===== src/rtl/dma_chan_pkg.sv =====
package dma_chan_pkg;

  typedef enum logic [1:0] {
    OP_IDLE  = 2'd0,
    OP_FLUSH = 2'd1,
    OP_ABORT = 2'd2,
    OP_START = 2'd3
  } dma_op_e;

  localparam logic [2:0] RA_CMD  = 3'd0;
  localparam logic [2:0] RA_SCNT = 3'd1;
  localparam logic [2:0] RA_SADR = 3'd2;
  localparam logic [2:0] RA_WCNT = 3'd3;
  localparam logic [2:0] RA_WADR = 3'd4;
  localparam logic [2:0] RA_STAT = 3'd5;

  localparam int ST_ERR  = 1;
  localparam int ST_ABT  = 2;
  localparam int ST_DONE = 3;
  localparam int ST_DEVI = 4;
  localparam int ST_FLSH = 5;

  localparam int CMD_DIR_BIT = 7;

  typedef struct packed {
    logic start;
    logic flush;
    logic abort;
    logic idle;
    logic to_mem;
  } dma_ctl_t;

endpackage


===== src/rtl/dma_len_clip.sv =====
module dma_len_clip #(
  parameter int ADDR_W     = 32,
  parameter int CAP_LO_LOG = 16,
  parameter int CAP_HI_LOG = 24,
  parameter int BOUND_LOG  = 24,
  parameter int CNT_W      = 25
) (
  input  logic                 ext_en,
  input  logic [ADDR_W-1:0]    req_len,
  input  logic [BOUND_LOG-1:0] base_addr,
  output logic [CNT_W-1:0]     eff_len
);
  localparam int WIDE = ADDR_W + 1;

  logic [WIDE-1:0] cap, req_w, lim, room, eff_w;

  always_comb begin
    cap   = ext_en ? (WIDE'(1) << CAP_HI_LOG) : (WIDE'(1) << CAP_LO_LOG);
    req_w = {1'b0, req_len};
    lim   = (req_w > cap) ? cap : req_w;
    room  = (WIDE'(1) << BOUND_LOG) - WIDE'(base_addr);
    eff_w = (lim > room) ? room : lim;
  end

  assign eff_len = eff_w[CNT_W-1:0];

endmodule


===== src/rtl/dma_regs.sv =====
module dma_regs
  import dma_chan_pkg::*;
#(
  parameter int REG_W = 32,
  parameter int CNT_W = 25
) (
  input  logic             clk,
  input  logic             rst_n,
  input  logic             reg_wr,
  input  logic [2:0]       reg_addr,
  input  logic [REG_W-1:0] reg_wdata,
  output logic [REG_W-1:0] reg_rdata,
  input  logic             busy,
  input  logic [CNT_W-1:0] work_cnt,
  input  logic [REG_W-1:0] work_adr,
  input  logic             ev_done,
  input  logic             ev_err,
  input  logic             ev_flush_ok,
  input  logic             dev_irq,
  output dma_ctl_t         ctl,
  output logic [REG_W-1:0] start_cnt,
  output logic [REG_W-1:0] start_adr,
  output logic             irq
);
  logic [7:0]       cmd_q, cmd_d;
  logic [REG_W-1:0] scnt_q, scnt_d, sadr_q, sadr_d;
  logic             err_q, err_d, abt_q, abt_d, done_q, done_d, flo_q, flo_d;
  logic             cmd_wr, scnt_wr, sadr_wr, stat_en;
  dma_op_e          op;
  logic [REG_W-1:0] status;

  assign cmd_wr  = reg_wr && (reg_addr == RA_CMD);
  assign scnt_wr = reg_wr && (reg_addr == RA_SCNT) && !busy;
  assign sadr_wr = reg_wr && (reg_addr == RA_SADR) && !busy;
  assign op      = dma_op_e'(reg_wdata[1:0]);

  always_comb begin
    ctl.start  = cmd_wr && (op == OP_START);
    ctl.flush  = cmd_wr && (op == OP_FLUSH);
    ctl.abort  = cmd_wr && (op == OP_ABORT);
    ctl.idle   = cmd_wr && (op == OP_IDLE);
    ctl.to_mem = reg_wdata[CMD_DIR_BIT];
  end

  always_comb begin
    cmd_d  = cmd_wr ? reg_wdata[7:0] : cmd_q;
    scnt_d = scnt_wr ? reg_wdata : scnt_q;
    sadr_d = sadr_wr ? reg_wdata : sadr_q;
    err_d  = err_q  | ev_err;
    abt_d  = abt_q;
    done_d = done_q | ev_done;
    flo_d  = flo_q  | ev_flush_ok;
    if (cmd_wr) begin
      unique case (op)
        OP_IDLE: begin
          err_d = 1'b0; abt_d = 1'b0; done_d = 1'b0; flo_d = 1'b0;
        end
        OP_ABORT: abt_d = 1'b1;
        OP_START: begin
          done_d = 1'b0; flo_d = 1'b0;
        end
        OP_FLUSH: flo_d = 1'b0;
      endcase
    end
  end

  assign stat_en = cmd_wr | ev_done | ev_err | ev_flush_ok;

  always_ff @(posedge clk or negedge rst_n) begin
    if (!rst_n) begin
      cmd_q  <= '0;
      scnt_q <= '0;
      sadr_q <= '0;
      err_q  <= 1'b0;
      abt_q  <= 1'b0;
      done_q <= 1'b0;
      flo_q  <= 1'b0;
    end else begin
      if (cmd_wr)  cmd_q  <= cmd_d;
      if (scnt_wr) scnt_q <= scnt_d;
      if (sadr_wr) sadr_q <= sadr_d;
      if (stat_en) begin
        err_q  <= err_d;
        abt_q  <= abt_d;
        done_q <= done_d;
        flo_q  <= flo_d;
      end
    end
  end

  always_comb begin
    status          = '0;
    status[ST_ERR]  = err_q;
    status[ST_ABT]  = abt_q;
    status[ST_DONE] = done_q;
    status[ST_DEVI] = dev_irq;
    status[ST_FLSH] = flo_q;
  end

  always_comb begin
    unique case (reg_addr)
      RA_CMD:  reg_rdata = REG_W'(cmd_q);
      RA_SCNT: reg_rdata = scnt_q;
      RA_SADR: reg_rdata = sadr_q;
      RA_WCNT: reg_rdata = REG_W'(work_cnt);
      RA_WADR: reg_rdata = work_adr;
      RA_STAT: reg_rdata = status;
      default: reg_rdata = '0;
    endcase
  end

  assign start_cnt = scnt_q;
  assign start_adr = sadr_q;
  assign irq       = err_q | abt_q | done_q | dev_irq;

endmodule


===== src/rtl/dma_xfer_engine.sv =====
module dma_xfer_engine
  import dma_chan_pkg::*;
#(
  parameter int ADDR_W = 32,
  parameter int DATA_W = 32,
  parameter int CNT_W  = 25
) (
  input  logic                clk,
  input  logic                rst_n,
  input  dma_ctl_t            ctl,
  input  logic [CNT_W-1:0]    start_len,
  input  logic [ADDR_W-1:0]   start_adr,
  output logic                busy,
  output logic [CNT_W-1:0]    work_cnt,
  output logic [ADDR_W-1:0]   work_adr,
  output logic                ev_done,
  output logic                ev_err,
  output logic                ev_flush_ok,
  input  logic                dev_rx_valid,
  input  logic [7:0]          dev_rx_data,
  output logic                dev_rx_ready,
  output logic                dev_tx_valid,
  output logic [7:0]          dev_tx_data,
  input  logic                dev_tx_ready,
  output logic                mem_req,
  input  logic                mem_gnt,
  output logic                mem_we,
  output logic [ADDR_W-1:0]   mem_addr,
  output logic [DATA_W/8-1:0] mem_be,
  output logic [DATA_W-1:0]   mem_wdata,
  input  logic [DATA_W-1:0]   mem_rdata,
  input  logic                mem_err
);
  localparam int LANES = DATA_W / 8;
  localparam int LW    = $clog2(LANES);

  logic              act_q, act_d, dir_q, dir_d, req_q, req_d, fl_q, fl_d;
  logic [CNT_W-1:0]  cnt_q, cnt_d;
  logic [ADDR_W-1:0] adr_q, adr_d, radr_q, radr_d;
  logic [DATA_W-1:0] buf_q, buf_d;
  logic [LANES-1:0]  be_q, be_d;
  logic [LW-1:0]     lane;
  logic              last_lane, last_byte, cnt_zero, rx_fire, tx_fire, gnt_fire;
  logic [ADDR_W-1:0] word_adr;

  assign lane      = adr_q[LW-1:0];
  assign last_lane = &lane;
  assign cnt_zero  = (cnt_q == '0);
  assign last_byte = (cnt_q == CNT_W'(1));
  assign word_adr  = {adr_q[ADDR_W-1:LW], {LW{1'b0}}};

  assign dev_rx_ready = act_q && dir_q && !req_q && !cnt_zero;
  assign dev_tx_valid = act_q && !dir_q && (be_q != '0) && !cnt_zero;
  assign dev_tx_data  = buf_q[int'(lane)*8 +: 8];
  assign rx_fire      = dev_rx_ready && dev_rx_valid;
  assign tx_fire      = dev_tx_valid && dev_tx_ready;
  assign gnt_fire     = req_q && mem_gnt;

  always_comb begin
    act_d = act_q; dir_d = dir_q; req_d = req_q; fl_d = fl_q;
    cnt_d = cnt_q; adr_d = adr_q; radr_d = radr_q;
    buf_d = buf_q; be_d = be_q;
    ev_done = 1'b0; ev_err = 1'b0; ev_flush_ok = 1'b0;
    if (ctl.abort || ctl.idle) begin
      act_d = 1'b0; req_d = 1'b0; fl_d = 1'b0; be_d = '0;
    end else if (ctl.start) begin
      act_d = 1'b1; dir_d = ctl.to_mem; req_d = 1'b0; fl_d = 1'b0;
      cnt_d = start_len; adr_d = start_adr; buf_d = '0; be_d = '0;
    end else if (ctl.flush) begin
      act_d = 1'b0; fl_d = 1'b1;
      if (!dir_q) begin
        req_d = 1'b0; be_d = '0;
      end
    end else begin
      if (gnt_fire) begin
        req_d = 1'b0;
        if (mem_err) begin
          ev_err = 1'b1; act_d = 1'b0; be_d = '0;
        end else if (dir_q) begin
          be_d = '0;
        end else begin
          buf_d = mem_rdata; be_d = '1;
        end
      end
      if (rx_fire) begin
        buf_d[int'(lane)*8 +: 8] = dev_rx_data;
        be_d[lane] = 1'b1;
        adr_d = adr_q + ADDR_W'(1);
        cnt_d = cnt_q - CNT_W'(1);
        if (last_lane || last_byte) begin
          req_d = 1'b1; radr_d = word_adr;
        end
      end
      if (tx_fire) begin
        adr_d = adr_q + ADDR_W'(1);
        cnt_d = cnt_q - CNT_W'(1);
        if (last_lane || last_byte) be_d = '0;
      end
      if (act_q && !dir_q && !req_q && (be_q == '0) && !cnt_zero) begin
        req_d = 1'b1; radr_d = word_adr;
      end
      if (act_q && cnt_zero && !req_q && (be_q == '0)) begin
        act_d = 1'b0; ev_done = 1'b1;
      end
      if (fl_q) begin
        if (dir_q && (be_q != '0) && !req_q) begin
          req_d = 1'b1; radr_d = word_adr;
        end
        if (!req_q && (!dir_q || (be_q == '0))) begin
          fl_d = 1'b0; ev_flush_ok = 1'b1;
        end
      end
    end
  end

  always_ff @(posedge clk or negedge rst_n) begin
    if (!rst_n) begin
      act_q <= 1'b0; dir_q <= 1'b0; req_q <= 1'b0; fl_q <= 1'b0;
      cnt_q <= '0; adr_q <= '0; radr_q <= '0; buf_q <= '0; be_q <= '0;
    end else begin
      act_q  <= act_d;
      dir_q  <= dir_d;
      req_q  <= req_d;
      fl_q   <= fl_d;
      cnt_q  <= cnt_d;
      adr_q  <= adr_d;
      radr_q <= radr_d;
      buf_q  <= buf_d;
      be_q   <= be_d;
    end
  end

  assign busy      = act_q;
  assign work_cnt  = cnt_q;
  assign work_adr  = adr_q;
  assign mem_req   = req_q;
  assign mem_we    = dir_q;
  assign mem_addr  = radr_q;
  assign mem_be    = dir_q ? be_q : '1;
  assign mem_wdata = buf_q;

endmodule


===== src/rtl/dma_chan_ctrl.sv =====
module dma_chan_ctrl
  import dma_chan_pkg::*;
#(
  parameter int ADDR_W     = 32,
  parameter int DATA_W     = 32,
  parameter int CAP_LO_LOG = 16,
  parameter int CAP_HI_LOG = 24,
  parameter int BOUND_LOG  = 24
) (
  input  logic                clk,
  input  logic                rst_n,
  input  logic                reg_wr,
  input  logic [2:0]          reg_addr,
  input  logic [ADDR_W-1:0]   reg_wdata,
  output logic [ADDR_W-1:0]   reg_rdata,
  input  logic                ext_count_en,
  output logic                irq,
  input  logic                dev_irq,
  input  logic                dev_rx_valid,
  input  logic [7:0]          dev_rx_data,
  output logic                dev_rx_ready,
  output logic                dev_tx_valid,
  output logic [7:0]          dev_tx_data,
  input  logic                dev_tx_ready,
  output logic                mem_req,
  input  logic                mem_gnt,
  output logic                mem_we,
  output logic [ADDR_W-1:0]   mem_addr,
  output logic [DATA_W/8-1:0] mem_be,
  output logic [DATA_W-1:0]   mem_wdata,
  input  logic [DATA_W-1:0]   mem_rdata,
  input  logic                mem_err
);
  localparam int CNT_W = ((CAP_HI_LOG > BOUND_LOG) ? CAP_HI_LOG : BOUND_LOG) + 1;

  logic [1:0]        rst_sync;
  logic              rst_core_n;
  dma_ctl_t          ctl;
  logic              busy, ev_done, ev_err, ev_flush_ok;
  logic [CNT_W-1:0]  work_cnt, eff_len;
  logic [ADDR_W-1:0] work_adr, start_cnt, start_adr;

  always_ff @(posedge clk or negedge rst_n) begin
    if (!rst_n) rst_sync <= 2'b00;
    else        rst_sync <= {rst_sync[0], 1'b1};
  end
  assign rst_core_n = rst_sync[1];

  dma_regs #(.REG_W(ADDR_W), .CNT_W(CNT_W)) u_regs (
    .clk(clk), .rst_n(rst_core_n),
    .reg_wr(reg_wr), .reg_addr(reg_addr), .reg_wdata(reg_wdata), .reg_rdata(reg_rdata),
    .busy(busy), .work_cnt(work_cnt), .work_adr(work_adr),
    .ev_done(ev_done), .ev_err(ev_err), .ev_flush_ok(ev_flush_ok),
    .dev_irq(dev_irq), .ctl(ctl), .start_cnt(start_cnt), .start_adr(start_adr),
    .irq(irq)
  );

  dma_len_clip #(
    .ADDR_W(ADDR_W), .CAP_LO_LOG(CAP_LO_LOG), .CAP_HI_LOG(CAP_HI_LOG),
    .BOUND_LOG(BOUND_LOG), .CNT_W(CNT_W)
  ) u_clip (
    .ext_en(ext_count_en), .req_len(start_cnt),
    .base_addr(start_adr[BOUND_LOG-1:0]), .eff_len(eff_len)
  );

  dma_xfer_engine #(.ADDR_W(ADDR_W), .DATA_W(DATA_W), .CNT_W(CNT_W)) u_eng (
    .clk(clk), .rst_n(rst_core_n), .ctl(ctl),
    .start_len(eff_len), .start_adr(start_adr),
    .busy(busy), .work_cnt(work_cnt), .work_adr(work_adr),
    .ev_done(ev_done), .ev_err(ev_err), .ev_flush_ok(ev_flush_ok),
    .dev_rx_valid(dev_rx_valid), .dev_rx_data(dev_rx_data), .dev_rx_ready(dev_rx_ready),
    .dev_tx_valid(dev_tx_valid), .dev_tx_data(dev_tx_data), .dev_tx_ready(dev_tx_ready),
    .mem_req(mem_req), .mem_gnt(mem_gnt), .mem_we(mem_we), .mem_addr(mem_addr),
    .mem_be(mem_be), .mem_wdata(mem_wdata), .mem_rdata(mem_rdata), .mem_err(mem_err)
  );

endmodule


===== config.mk =====
export PLATFORM = sky130hd
export DESIGN_NAME = dma_chan_ctrl
export DESIGN_NICKNAME = d
export VERILOG_FILES = /design/src/rtl/dma_chan_pkg.sv /design/src/rtl/dma_len_clip.sv /design/src/rtl/dma_regs.sv /design/src/rtl/dma_xfer_engine.sv /design/src/rtl/dma_chan_ctrl.sv
export SDC_FILE = /design/constraint.sdc
export NUM_CORES = 1
export LEC_CHECK = 0
export ABC_AREA = 1
export BUFFER_PORTS_ARGS = -buffer_cell sky130_fd_sc_hd__buf_2
export CORE_MARGIN = 1
export CORE_UTILIZATION = 40
export DETAILED_ROUTE_END_ITERATION = 10
export MAX_ROUTING_LAYER = met4
export PLACE_DENSITY = 0.59
export RECOVER_POWER = 50
export SLEW_MARGIN = 40
export SYNTH_ARGS = -nofsm -noshare
export SYNTH_HDL_FRONTEND = slang
export SYNTH_SLANG_ARGS = --single-unit

===== constraint.sdc =====
create_clock -name clk -period 19.5 [get_ports clk]
set_input_delay 0.975 -clock clk [delete_from_list [all_inputs] [get_ports clk]]
set_output_delay 0.975 -clock clk [all_outputs]
set_load 0.01 [all_outputs]

; Word level (Yosys, flattened, before mapping)
; Cells that the tools add are included.
[totals]
reg_bits = 207
in_bits = 84
output_inout_bits = 113
[op_classes]
add_sub_neg = 4
magnitude_cmp = 4
eq_ne = 11
shift = 3
mux = 85
n_bitwise = 13
reduce_logical = 53
[op_table]
columns = cell, n
row1 = $mux W32, 19
row2 = $pmux W32 S6, 1
row3 = $mux W25, 6
row4 = $mux W4, 14
row5 = $mux W1, 42
row6 = $gt A32 B33 Y1, 1
row7 = $gt A33 B33 Y1, 1
row8 = $neg A5 Y33, 1
row9 = $shift A8 B33 Y32 const A, 1
row10 = $shiftx A8 B33 Y32, 1
row11 = $add A32 B1 Y32 const B, 1
row12 = $bwmux W32, 1
row13 = $shiftx A32 B6 Y8, 1
row14 = $logic_and A1 B1 Y1, 28
row15 = $sub A25 B24 Y26 const A, 1
row16 = $eq A25 B1 Y1 const B, 1
row17 = $logic_not A25 Y1, 1
row18 = $sub A25 B1 Y25 const B, 1
row19 = $reduce_bool A5 Y1, 2
row20 = $or A1 B1 Y1, 9
row21 = $reduce_and A3 Y1, 3
row22 = $reduce_and A2 Y1, 4
row23 = $eq A3 B2 Y1 const B, 2
row24 = $eq A3 B3 Y1 const B, 2
row25 = 21 further kinds, 29

; Logic depth before layout (Yosys ltp)
; Gate-level depths: netlist of the first run.
[logic_depth]
depth_word = 13
depth_mapped = 27
mapped_depth_nobuf = 25

; Cells and area by module
; Synthesis of the first run repeated with hierarchy kept, for this count alone.
[unflattened]
cells_unflattened = 2378
hier_area_um2 = 15641.3
[by_module_without_submodules]
columns = mod, instances, cells_per_inst, area_per_inst_um2
row1 = dma_xfer_engine, 1, 1358, 8752.1
row2 = dma_regs, 1, 580, 4585.6
row3 = dma_len_clip, 1, 437, 2249.7
row4 = dma_chan_ctrl, 1, 3, 53.8

; Worst setup path before layout of the first run
; No wires, ideal clock.
[synth_path]
path_kind = in2reg
from = input port ext_count_en
to = register u_eng.cnt_q[4] (netlist: u_eng.work_cnt[4])
setup_ps = 122
arrival_time_ps = 3532
required_time_ps = 19378
slack_ps = 15846
stages = 25
cell_sequence = inv_1 ha_1 nand2_1 nor3_1 nand2_1 nor2_1 nand2_1 nand2_1 clkbuf_1 nand2_1 inv_1 ha_1 nand2_1 inv_1 a21oi_1 nand3_1 nand2_1 nand2_1 nand2_1 nand2_1 nand2_2 buf_2 nand2_1 nand3_1 a21oi_1
[synth_via]
elab_chain_len = 6
[synth_rtl]
columns = element, line
row1 = "start, declared", dma_chan_ctrl.sv:16  ; input logic ext_count_en,
row2 = $mux W25 *, dma_len_clip.sv:18  ; cap = ext_en ? (WIDE'(1) << CAP_HI_LOG) : (WIDE'(1) << CAP_LO_LOG);
row3 = $gt A32 B33 Y1, dma_len_clip.sv:20  ; lim = (req_w > cap) ? cap : req_w;
row4 = $mux W32 *, dma_len_clip.sv:20
row5 = $gt A33 B33 Y1, dma_len_clip.sv:22  ; eff_w = (lim > room) ? room : lim;
row6 = $mux W25 *, dma_len_clip.sv:22
row7 = $mux W25 *, dma_xfer_engine.sv:66  ; end else if (ctl.start) begin
row8 = "end signal, assigned", dma_xfer_engine.sv:125  ; cnt_q <= cnt_d;
row9 = "end, declared", dma_xfer_engine.sv:38  ; logic [CNT_W-1:0] cnt_q, cnt_d;
; Mark *: on every way between the ends. The rest lies on a longest branch, timed or not.
; A chain may end at the register's enable or synchronous reset.

==> run summary, run 1 <==
The run finished, with violations left. The final reports fail on capacitance limit, slew limit. STA classifies the critical path startpoint as a flip-flop. After synthesis, the netlist uses 45 different library cells.

0 antenna diodes ended up in the layout. The tools report the minimum hold slack as 0.211 ns. TritonCTS built the clock tree.

The average vias per placed instance is 5.38. The filler cells instantiated in the layout total 3662. Of the total power, combinational logic draws 41.8%. Setup total negative slack on the finished layout was measured at 0 ns. In this run the power density over the cells is 142 nW/um^2. At the pin with the least slew margin, the transition time is 4.38 ns.

Count of unresolved DRC violations after routing: 0. The clock-pin transition on the worst setup and hold timing paths came out at 0.05 ns. During I/O placement, the number of pins put on the boundary was 197.

The xor/xnor cell area share of the yosys netlist was 2.95%. The first detailed-routing pass ran for 6 iterations. The logs give 27.1% for the total routing usage reported by global routing and 207 for the CTS sink count. Total power for the finished layout comes to 2260 uW. The largest buffer count on any clock path is 3.

The family of cells with the greatest summed delay on the critical path was buffers and inverters. The logs give 74.1 mm for the wire length of the first global-routing pass and 2567 for the filler-free cell count of the finished design. Setup repair after global routing left no endpoint under its margin. Counting flops with an async set or reset pin after synthesis yields a share of 100%.

After synthesis, the largest family of logic cells by area is simple AND/OR/NAND/NOR gates. The number of nets in the synthesized netlist is 2071. For the total wirelength of the detailed-routed design, the log shows 47.6 mm.

The share of the core filled with cells in the final layout is 46.3%. The number of enable-type register cells in the synthesized netlist works out to 0. In the finished design, the share of the clock period the worst path needs comes to 28.6%. In this run the tool buffered the top-level ports with 196 buffer cells.

The register-to-register setup slack is 13.91 ns. Most common cell after layout, fill and taps aside: sky130_fd_sc_hd__nand2_1. The floorplan step set the die width to 189 um. In this run, CTS created clock tree buffers numbering 26. The clock period minus final worst setup slack came out at 5.59 ns.

The overall die height was 189 um. After clock tree synthesis, the setup repair step added 0 buffers. For this block, the initial DRC count from the detailed router was 1275. In this run, post-CTS repair resized a total of 0 instances. Data arrives at the worst endpoint at 5.19 ns. The simple-gate portion of the synthesized area works out to 25.3%. Of the total power, the share spent switching nets is 45.5%. The part of the total power dissipated in sequential elements was 36.0%; the delay of the slowest critical-path stage was 3.14 ns. The initial core utilization came out at 40.6%. In this run the static leakage power is 0.00776 uW.

Multiplexer share of the synthesized area: 0%. The final-report max-slew violation count was 233; the final hold violation count was 0. The critical setup path kind was flip-flop to asynchronous set/reset pin. After synthesis, the largest area contributor takes up 37.1% of total cell area. Via count of the first global-routing pass: 12972. Of the total synthesized cell area, the portion taken by full adders, half adders and majority gates is 3.67%. STA classifies the critical path endpoint as an asynchronous set/reset pin.

The clock network burns 22.2% of the power. The post-synthesis compound-gate area fraction is 20.6%, and the post-detailed-route wirelength per cell is 18.5 um. The logs give 19.10 ns for the data required time at the worst endpoint and 68 for the placement row count. The logic depth of the worst path, buffers included was 1. The tools report the start point of the critical path as rst_sync[1]$_DFF_PN0_.

On the critical path, the stage with the largest delay is an instance of sky130_fd_sc_hd__clkbuf_1. Measured against its own limit, the worst slew margin works out to -192%. The total die area is 35700 um^2, and the share of post-route cells with drive strength above 1 is 14.7%. Hold repair after CTS inserted 0 buffers. The placed cell count is 2520.

The signal on the critical path passes through clkbuf_1. The average cell area after synthesis came out at 7.18 um^2. The depth of the most critical reg-to-reg path is 1. Yosys printed 0 warnings. Static timing analysis puts the maximum clock frequency at 179 MHz. The clock network latency to the later pin of the worst-skew pair was 0.54 ns; the worst-path maximum fanout was 81. The number of nets with antenna violations after routing is 0, and the buffer and inverter count on the worst path is 1. sky130_fd_sc_hd__dfrtp_1 takes more of the synthesized area than any other cell.

The run gives 14000 um^2 as the area of the mapped netlist. The register area share after synthesis came out at 37.1%. Leaving out fill and tap cells, the most frequent cells in the layout are 395 x sky130_fd_sc_hd__nand2_1, 243 x sky130_fd_sc_hd__inv_1, 210 x sky130_fd_sc_hd__o21ai_0.

The tools report the terminus of the critical flop-to-flop path as u_eng.work_cnt[18]$_DFFE_PN0P_. Clock tree synthesis selected as its root buffer the cell sky130_fd_sc_hd__clkbuf_16. The predominant post-synthesis flop cell is sky130_fd_sc_hd__dfrtp_1. From synthesis to final layout, the design area changed by 14.3%. The logs give 0 for the setup violation total in the final timing report and 4 for the max-capacitance violation count. The routed layout has 13819 vias.

The cell count after synthesis was 1946. The logs give 0.924 for the placer's final routability congestion estimate and 0.0740 mV for the maximum VDD drop. In this run, synthesis produced a sequential element count of 207.

In this run the critical register-to-register path is launched from rst_sync[1]$_DFF_PN0_. Number of H-tree levels: 1. In the final design database the tool counted 2218 nets. Across the routed clock network, the largest skew measured is 0.0156 ns. The internal portion of the total power is 1230 uW.

Once detailed placement completed, the half-perimeter wirelength came to 35.3 mm. Sorting the synthesized cells by area gives the leading types as sky130_fd_sc_hd__dfrtp_1 37%, sky130_fd_sc_hd__nand2_1 11%, sky130_fd_sc_hd__o21ai_0 7.5%. Initial antenna violation count: 0.

The most critical setup path has its endpoint at u_eng.work_cnt[18]$_DFFE_PN0P_. The min-delay analysis places its worst path in the category input pin to asynchronous set/reset pin. Entering global routing, the biggest net connects 82 pins. In this run the power spent charging and discharging nets is 1030 uW. For the total global routing overflow, the log shows 0. The floorplan step defined a core boundary enclosing 34500 um^2.
routing by layer:
| layer | track usage, % | routed length, um | vias up |
|---|---|---|---|
| li1 | - | - | 6740 |
| met1 | 38.9 | 22500 | 6533 |
| met2 | 40.2 | 20700 | 479 |
| met3 | 2.80 | 2990 | 67 |
| met4 | 8.47 | 1360 | 0 |
| met5 | - | 0 | - |
cells by family after synthesis:
logic type               count (synthesis)
other                                    1
AND/OR/NAND/NOR                        797
adder cells (fa/ha/maj)                 41
XOR/XNOR                                47
flip-flops                             207
buffers and inverters                  350
AO/OA/AOI/OAI                          503
Yosys cell counts (3+ instances only):
library cell / count
sky130_fd_sc_hd__o22ai_1: 19
sky130_fd_sc_hd__nor3_1: 42
sky130_fd_sc_hd__nand4_1: 21
sky130_fd_sc_hd__dfrtp_1: 207
sky130_fd_sc_hd__a221oi_1: 5
sky130_fd_sc_hd__buf_6: 15
sky130_fd_sc_hd__o221ai_1: 12
sky130_fd_sc_hd__a21oi_1: 144
sky130_fd_sc_hd__ha_1: 41
sky130_fd_sc_hd__nor2_1: 144
sky130_fd_sc_hd__nand2_4: 3
sky130_fd_sc_hd__clkbuf_1: 57
sky130_fd_sc_hd__nor4_1: 27
sky130_fd_sc_hd__nand2_2: 41
sky130_fd_sc_hd__inv_2: 14
sky130_fd_sc_hd__nor2_4: 3
sky130_fd_sc_hd__nand2_1: 399
sky130_fd_sc_hd__a22oi_1: 6
sky130_fd_sc_hd__o2111ai_1: 4
sky130_fd_sc_hd__o21ai_1: 48
sky130_fd_sc_hd__clkinv_1: 3
sky130_fd_sc_hd__o21ai_2: 31
sky130_fd_sc_hd__nand3_1: 97
sky130_fd_sc_hd__nand3_2: 4
sky130_fd_sc_hd__nor2_2: 6
sky130_fd_sc_hd__o211ai_1: 10
sky130_fd_sc_hd__inv_1: 243
sky130_fd_sc_hd__buf_2: 14
sky130_fd_sc_hd__xor2_1: 47
sky130_fd_sc_hd__o21ai_0: 209
sky130_fd_sc_hd__o211ai_2: 11
power groups by stage:
stage	clock, uW	sequential [uW]	combinational [uW]
3_3_place_gp	0	810	941
3_5_place_dp	0	811	953
5_1_grt	530	836	1070
2_1_floorplan	0	769	650
6_report	502	815	945
4_1_cts	512	805	958
how the worst min path moves through the flow:
stage | slack (ns) | end | startpoint | cells past startpoint
5_1_grt | 0.20 | rst_sync[1]$_DFF_PN0_ | rst_n | 1
4_1_cts | 0.19 | rst_sync[1]$_DFF_PN0_ | rst_n | 1
2_1_floorplan | 0.33 | rst_sync[1]$_DFF_PN0_ | rst_sync[0]$_DFF_PN0_ | 0
3_3_place_gp | 0.32 | u_eng.mem_we$_DFFE_PN0P_ | rst_sync[1]$_DFF_PN0_ | 0
3_5_place_dp | 0.33 | u_eng.mem_we$_DFFE_PN0P_ | rst_sync[1]$_DFF_PN0_ | 0
6_report | 0.21 | rst_sync[0]$_DFF_PN0_ | rst_n | 1
registers in the layout, summed over array words and instances (netlist names), 4 cells and up:
signal,count
u_regs.start_adr,32
u_eng.work_adr,32
u_eng.mem_addr,32
u_regs.cmd_q,8
u_eng.mem_wdata,32
u_eng.work_cnt,25
u_eng.be_q,4
u_regs.start_cnt,32
stage by stage:
| stage | instance area (um^2) | setup WS [ns] |
|---|---|---|
| after floorplan | 14000 | 13.30 |
| after global placement | 15100 | 13.83 |
| after detailed placement | 15200 | 14.99 |
| after CTS | 16100 | 15.20 |
| after global routing | 16000 | 12.76 |
| final | 16000 | 13.91 |
cell type report:
type / instances / area (um^2) / area share [%]
multi-input cells: 1389 / 7350 / 46.0
flip-flops and latches: 207 / 5180 / 32.4
repair buffers: 208 / 1000 / 6.27
inverters: 261 / 982 / 6.15
clock buffers: 39 / 771 / 4.83
well taps: 455 / 569 / 3.57
clock inverters: 8 / 118 / 0.737
Power figures use the tool's default switching activity.
==> run 2, diff against run 1 <==
Settings changed: ABC_AREA 1 to 0, PLACE_DENSITY 0.59 to 0.62.
Clock period 19.5 ns to 4.7 ns, I/O delays scaled along.
==> run 2 against run 1 <==
The flow still finishes with violations (capacitance limit, slew limit); cell area shrank 0.45%; flip-flop and latch count unchanged; global-route usage is 0.16 points higher; worst hold slack worse by 0.20 ns; non-clock buffer count increased by 59; fmax increased by 27%; clock power rose to 4.6 times the previous value; core utilization increased by 2.6 points; register-to-register slack lost 14 ns; largest cell class unchanged.
==> run summary, run 2 <==
The run finished, with violations left. The tools report the total nets after synthesis as 1496. In this run, synthesis inferred 0 flip-flops with an integrated enable. For this run, the leading register cell type out of synthesis is sky130_fd_sc_hd__dfrtp_1. The data arrival time of the critical path came out at 4.86 ns. The share of synthesized area in the top cell type comes to 39.3%. The largest net degree at the start of global routing was 79.

Max-cap violations in this run came to 3. The initial utilization of the core area, before any placement, comes to 40.6%. For this design the static power due to leakage is 0.00686 uW. The root buffer cell chosen for the clock tree is sky130_fd_sc_hd__clkbuf_16. Yosys printed 0 warnings. The tools report the first-iteration detailed-routing DRC count as 1084. Measured against its own limit, the worst slew margin works out to -55.3%.

After detailed routing, the number of vias per cell comes to 6.16. Summing every instance area after synthesis gives 13200 um^2. The logs give 32500 um^2 for the floorplan core area and 66 for the placement row count. STA classifies the critical path startpoint as a flip-flop.

The final-report max-slew violation count came out at 155. The register area share after synthesis is 39.3%. From synthesis to final layout, the design area changed by 20.5%. Number of nets with antenna violations after routing: 0. By instance count, the leading cell after synthesis is sky130_fd_sc_hd__dfrtp_1. The number of library cell types mapped by synthesis was 76. For the pin with the worst max-slew slack, the measured transition is 2.33 ns.

For the clock network latency to the later pin of the worst-skew pair, the log shows 0.54 ns. TritonCTS built the clock tree. Each instance of the synthesized netlist takes up on average 9.62 um^2.

The number of optimization iterations in the first detailed-route pass came out at 5. Across the VDD grid, the largest voltage drop is 0.304 mV. The clock period minus final worst setup slack was 4.41 ns. Wires add up to 45.7 mm. The total global routing overflow was 0; the total power was 8600 uW. At the end of the flow the core is filled with cells to 49.0%.

The tools report the wire length of the first global-routing pass as 69.4 mm. The setup violation total in the final timing report is 0. STA classifies the critical path endpoint as a flip-flop. By count the netlist is led by 207 x sky130_fd_sc_hd__dfrtp_1, 137 x sky130_fd_sc_hd__nand2_1, 95 x sky130_fd_sc_hd__a21oi_1, 93 x sky130_fd_sc_hd__clkbuf_1, 73 x sky130_fd_sc_hd__mux2_2.

The total half-perimeter wirelength after legalization and detailed placement was 32.8 mm; the total I/O pin count was 197. The worst setup path is of the flip-flop to flip-flop kind. The tools report the largest buffer count on any clock path as 3. Prior to clock tree synthesis, the placed netlist has a worst setup slack of 0.416 ns. The top cell types in the final layout, fill and taps aside, are 206 x sky130_fd_sc_hd__dfrtp_1, 136 x sky130_fd_sc_hd__nand2_1, 130 x sky130_fd_sc_hd__buf_2.

The run gives 0 as the final hold violation count. The run gives 33700 um^2 as the total die area. The number of antenna diodes in the final layout is 0. The overall die height came out at 184 um. From left edge to right edge, the die measures 184 um.

Synthesis handed over a netlist of 1371 instances. Clock tree synthesis inserted a total of 25 buffers. The worst-path maximum fanout was 17; the total of fill cells in the finished design was 3100. The total routing usage reported by global routing was 27.3%; the post-layout net count was 1684.

The final reports fail on capacitance limit, slew limit. The tools report the total number of vias as 12446. Via count of the first global-routing pass: 11637. Sorting the synthesized cells by area gives the leading types as sky130_fd_sc_hd__dfrtp_1 39%, sky130_fd_sc_hd__mux2_2 6.2%, sky130_fd_sc_hd__nand2_1 3.9%. CTS saw 207 sinks.

The power density over cell area was 541 nW/um^2. For the worst setup path, the data required time is 5.15 ns. Summed over all instances, the cell type with the most area after synthesis is sky130_fd_sc_hd__dfrtp_1. Timing would allow up to 227 MHz.

The tools report the flip-flop and latch area as 5180 um^2. Number of H-tree levels: 1. After detailed routing, the average wire length per cell comes to 22.6 um. The setup total negative slack is 0 ns, and the number of synthesized register bits is 207. The share of post-route cells with drive strength above 1 works out to 22.8%. The congestion estimate from routability-driven global placement came to 0.953. Across the routed clock network, the largest skew measured is 0.0175 ns.

The tools report the instance area at placement as 14700 um^2. The path class of the tightest hold or removal check is input pin to asynchronous set/reset pin. Once routing completed, OpenROAD measured the worst setup slack at 0.291 ns. Leaving out fill and tap cells, the most frequent cell in the layout is sky130_fd_sc_hd__dfrtp_1. The initial antenna violation count is 0, and the count of unresolved DRC violations after routing is 0.

In this run the tool buffered the top-level ports with 196 buffer cells. Dividing the final minimum period by the clock period gives 93.8%. Summing all multi-input logic gate instances after layout gives 7550 um^2. Clock-pin slew was measured on the worst setup and hold paths at 0.06 ns. Once layout is done, the placed cells without fillers occupy 15900 um^2. The fraction of synthesis flops using an asynchronous set or reset pin works out to 100%.
==> run 2: where the power goes <==
group	total (uW)	internal, uW	switching [uW]
Sequential	3350	2400	952
Clock	2310	1490	813
Combinational	2940	1370	1580
Total	8600	5250	3340
==> run 2: cell families (layout without fill, tap and decap cells) <==
family | after synthesis | in the layout | share of synthesized area (%)
and+or+nand+nor | 423 | 423 | 16.6
AOI/OAI and AO/OA | 415 | 415 | 22.5
DFF | 207 | 207 | 39.3
buffers and inverters | 139 | 346 | 4.22
muxes | 123 | 123 | 12.0
adders and majority gates | 41 | 41 | 3.89
xor gates and xnor gates | 22 | 22 | 1.46
other | 1 | 1 | 0.0284
==> run 2: worst paths after layout <==
check / from / cells after the start / endpoint / slack [ns]
worst max-delay path: u_regs.start_adr[8]$_DFFE_PN0P_ / 13 / u_eng.work_cnt[21]$_DFFE_PN0P_ / 0.29
worst min-delay path: rst_n / 2 / rst_sync[0]$_DFF_PN0_ / 0.02
worst max register to register: u_regs.start_adr[8]$_DFFE_PN0P_ / 13 / u_eng.work_cnt[21]$_DFFE_PN0P_ / 0.29
worst min register to register: rst_sync[0]$_DFF_PN0_ / 0 / rst_sync[1]$_DFF_PN0_ / 0.35
max in group asynchronous: rst_sync[1]$_DFF_PN0_ / 2 / u_eng.work_cnt[18]$_DFFE_PN0P_ / 1.06
min in group clk: reg_wdata[4] / 2 / u_regs.cmd_q[4]$_DFFE_PN0P_ / 0.02
==> run 2: critical path, stage by stage (launching register included) <==
cell                       delay [ns]
sky130_fd_sc_hd__dfrtp_1         0.50
sky130_fd_sc_hd__nor4_1          0.61
sky130_fd_sc_hd__nand4_1         0.34
sky130_fd_sc_hd__or4_1           0.49
sky130_fd_sc_hd__xor2_1          0.23
sky130_fd_sc_hd__inv_1           0.08
sky130_fd_sc_hd__ha_1            0.29
sky130_fd_sc_hd__a21oi_1         0.07
sky130_fd_sc_hd__o21a_1          0.17
sky130_fd_sc_hd__o221ai_1        0.33
sky130_fd_sc_hd__and4b_1         0.36
sky130_fd_sc_hd__buf_4           0.23
sky130_fd_sc_hd__or4_1           0.50
sky130_fd_sc_hd__o211ai_1        0.11
==> run 2: metal layers <==
metal	vias up	routed length (um)	track usage, %
met3	95	3530	3.61
met2	574	19800	39.7
met4	0	1460	8.80
met5	-	0	-
met1	6128	20800	39.1
li1	5649	-	-
==> run 2: cell type report <==
cell class,count,share of cell area [%]
inverters,33,0.779
multi-input cells,1025,47.5
repair buffers,267,9.45
clock buffers,31,4.39
well taps,442,3.48
flip-flops and latches,207,32.6
clock inverters,15,1.82
==> run 2: repair_timing <==
action | in CTS | in global routing
gates resized for setup | 0 | 1
hold buffers | 27 | 0
setup buffers | 0 | 0
endpoints found under the hold margin | 57 | 0
endpoints found under the setup margin | 0 | 1
==> run 2: stage by stage <==
| stage | hold slack (ns) | cells |
|---|---|---|
| after global placement | 0.0215 | 1943 |
| after CTS | 0.00439 | 2018 |
| final | 0.0156 | 2020 |
| after global routing | 0.0101 | 2020 |
| after floorplan | -0.0606 | 1371 |
| after detailed placement | 0.0238 | 1945 |
==> run 3, diff against run 2 <==
Settings changed: CORE_ASPECT_RATIO set to 0.6.
==> run 3 against run 2 <==
The flow still finishes with violations (capacitance limit, slew limit); die area barely moved; flip-flop and latch count is the same; combinational power rose by 11%; final cell count rose by 0.30%; cell area down 0.42%; register-to-register slack worse by 0.05 ns; worst hold slack better by 0.0070 ns; via count is 4.4% higher; global-route usage grew 4.5 points; critical endpoint is now u_eng.work_cnt[7]$_DFFE_PN0P_; highest routed layer unchanged.
==> run summary, run 3 (same netlist as run 2, synthesis figures left out) <==
The smallest clock period supported by the final layout is computed as 4.46 ns. The final clock skew is 0.0245 ns, and the data required time at the worst endpoint is 5.13 ns. Of the cells placed in the final design, the portion with a size suffix greater than 1 is 23.1%. The wire length of the first global-routing pass is 78.3 mm. The total I/O pin count is 197, and the final-report max-slew violation count is 148. Initial antenna violation count: 2. Measured in cells, the most critical reg-to-reg path has a length of 14. The via count of the first global-routing pass is 11812, and the number of H-tree levels is 1. The final period utilization was 94.9%; the number of input and output port buffers inserted was 196.

Headroom to the max-slew limit came out at -84.8%. Summing over every cut layer, the via total after detailed routing is 12996. Once the floorplan was initialized, standard cells occupied 40.7% of the core. Summed over all failing endpoints, the final setup total negative slack is 0 ns. The largest single stage delay on the critical path is 0.58 ns. Entering global routing, the biggest net connects 104 pins. Routability-driven placement finished with a final weighted congestion of 1.03.

The first detailed-routing pass took 6 iterations. At the pin with the least slew margin, the transition time is 2.77 ns. The clock-pin transition on the worst setup and hold timing paths was 0.07 ns; the first-iteration detailed-routing DRC count was 1724.

The cell that appears most often on the critical path is sky130_fd_sc_hd__buf_4. The placement row count is 51, and the buffer and inverter count on the worst path is 2. After detailed routing, the total wire length is 53.0 mm.

The CTS sink count was 207; the total die area was 33700 um^2. The top cell types in the final layout, fill and taps aside, are 207 x sky130_fd_sc_hd__dfrtp_1, 135 x sky130_fd_sc_hd__nand2_1, 125 x sky130_fd_sc_hd__buf_2. The startpoint identified for the worst register-to-register timing path is u_regs.start_cnt[19]$_DFFE_PN0P_.

The logic depth of the worst path, buffers included came out at 14. The class of the worst hold path was input pin to flip-flop. After detailed routing, the number of vias per cell comes to 6.41.

Detailed placement ended at an HPWL of 39.4 mm. In this run the power density over the cells is 533 nW/um^2. The tools report the worst path setup slack after routing as 0.238 ns. The overall die height is 143 um. The start point of the critical path was u_regs.start_cnt[19]$_DFFE_PN0P_. The final hold violation count came out at 0. The kind of end point of the critical path is a flip-flop.

The design draws 8440 uW. Among cell families on the critical path, the largest total delay comes from simple AND/OR/NAND/NOR gates. TritonCTS built the clock tree. The startpoint of the tightest hold check path was reg_wdata[17]. The run finished, with violations left. The startpoint type of the worst setup path is a flip-flop. At the end of the flow, the number of nets in the layout was 1709.

Dividing the detail-routed wire length by the instance count gives 26.2 um. The count of unresolved DRC violations after routing is 0. For the total global routing overflow, the log shows 0. The worst-path maximum fanout is 26. Global routing consumed, over all layers together, 31.8% of the routing resources. The run gives 0 as the setup violation total in the final timing report. The critical setup path kind is flip-flop to flip-flop. IR analysis of the VDD net gives a maximum drop of 0.320 mV. The die is 236 um wide.

The number of setup buffers added after CTS is 0. The logs give 0.0227 ns for the minimum hold slack and 0 for the number of nets with antenna violations after routing. The most common cell after layout, fill and taps aside is sky130_fd_sc_hd__dfrtp_1. Hold-critical path depth: 2. The floorplan step defined a core boundary enclosing 32400 um^2.

Setup repair after global routing left no endpoint under its margin. The signed area change from the synthesized netlist to the final layout was 20.0%; the setup slack at placement was 0.344 ns. Clock network latency to the later pin of the worst-skew pair: 0.54 ns. The number of clock buffers added by TritonCTS is 23. The logs give 3 for the largest buffer count on any clock path and 224 MHz for the peak clock frequency supported by timing. The run gives 2 as the max-capacitance violation count.

Traced cell by cell, the critical path runs through nor3_1 > a31oi_1 > o22a_1 > nor2_2 > buf_4 > and2_1 > ha_1 > nand4_1 > nor4_1 > o21ai_0 > and4b_1 > buf_4 > or4_1 > o211ai_1. Clock tree synthesis selected as its root buffer the cell sky130_fd_sc_hd__clkbuf_16. Cell type of the slowest stage on the worst timing path: sky130_fd_sc_hd__nor3_1.

The final reports fail on capacitance limit, slew limit. In this run the static leakage power is 0.00686 uW. The run gives 4.90 ns as the data arrival time of the critical path.
==> run 3: report_power, final <==
part	internal, uW	leakage [uW]	switching [uW]
registers	2400	0.00262	930
clock network	1080	0.000369	779
logic	1430	0.00387	1830
total	4900	0.00686	3540
==> run 3: metal layers <==
| metal | routed length (um) | track usage (%) | part of all wire, % | vias to the layer above |
|---|---|---|---|---|
| li1 | - | - | - | 5707 |
| met3 | 6910 | 10.3 | 13 | 79 |
| met2 | 20100 | 38.8 | 38 | 795 |
| met5 | 0 | - | 0 | - |
| met4 | 764 | 4.92 | 1.4 | 0 |
| met1 | 25300 | 49.5 | 48 | 6415 |
==> run 3: worst reg2reg max path: stages, from the launching register on <==
cell and delay (ns):
sky130_fd_sc_hd__dfrtp_1 0.44, sky130_fd_sc_hd__nor3_1 0.58, sky130_fd_sc_hd__a31oi_1 0.17, sky130_fd_sc_hd__o22a_1 0.27, sky130_fd_sc_hd__nor2_2 0.16, sky130_fd_sc_hd__buf_4 0.26
sky130_fd_sc_hd__and2_1 0.17, sky130_fd_sc_hd__ha_1 0.17, sky130_fd_sc_hd__nand4_1 0.16, sky130_fd_sc_hd__nor4_1 0.58, sky130_fd_sc_hd__o21ai_0 0.28, sky130_fd_sc_hd__and4b_1 0.27
sky130_fd_sc_hd__buf_4 0.23, sky130_fd_sc_hd__or4_1 0.51, sky130_fd_sc_hd__o211ai_1 0.12
==> run 3: timing repair <==
action | CTS | global route
resized for setup | 0 | 1
setup endpoints to repair | 0 | 5
endpoints found under the hold margin | 59 | 0
hold buffers | 28 | 0
==> run 3: worst paths after layout <==
kind | slack, ns | end
max | 0.24 | u_eng.work_cnt[7]$_DFFE_PN0P_
min in group asynchronous | 0.26 | u_eng.work_adr[19]$_DFFE_PN0P_
min reg2reg | 0.26 | u_eng.work_adr[19]$_DFFE_PN0P_
max in group asynchronous | 0.90 | u_eng.mem_wdata[24]$_DFFE_PN0P_
min | 0.02 | u_regs.start_cnt[17]$_DFFE_PN0P_
max reg2reg | 0.24 | u_eng.work_cnt[7]$_DFFE_PN0P_
==> run 3: area by class of cell <==
| cell class | count | area [um^2] |
|---|---|---|
| Fill cell | 3154 | 16600 |
| Multi-Input combinational cell | 1025 | 7550 |
| Sequential cell | 207 | 5180 |
| Timing Repair Buffer | 294 | 1690 |
| Clock buffer | 34 | 657 |
| Tap cell | 424 | 531 |
| Inverter | 33 | 124 |
| Clock inverter | 7 | 88.8 |
| Antenna cell | 2 | 5.00 |
==> run 3: per-stage QoR <==
stage	cell area, um^2	util [%]	instances
finish	15800	48.8	2026
global route	15800	48.8	2026
CTS	15900	49.0	2021
detailed placement	14900	45.8	1952
global placement	14800	45.8	1952
floorplan	13200	-	1371
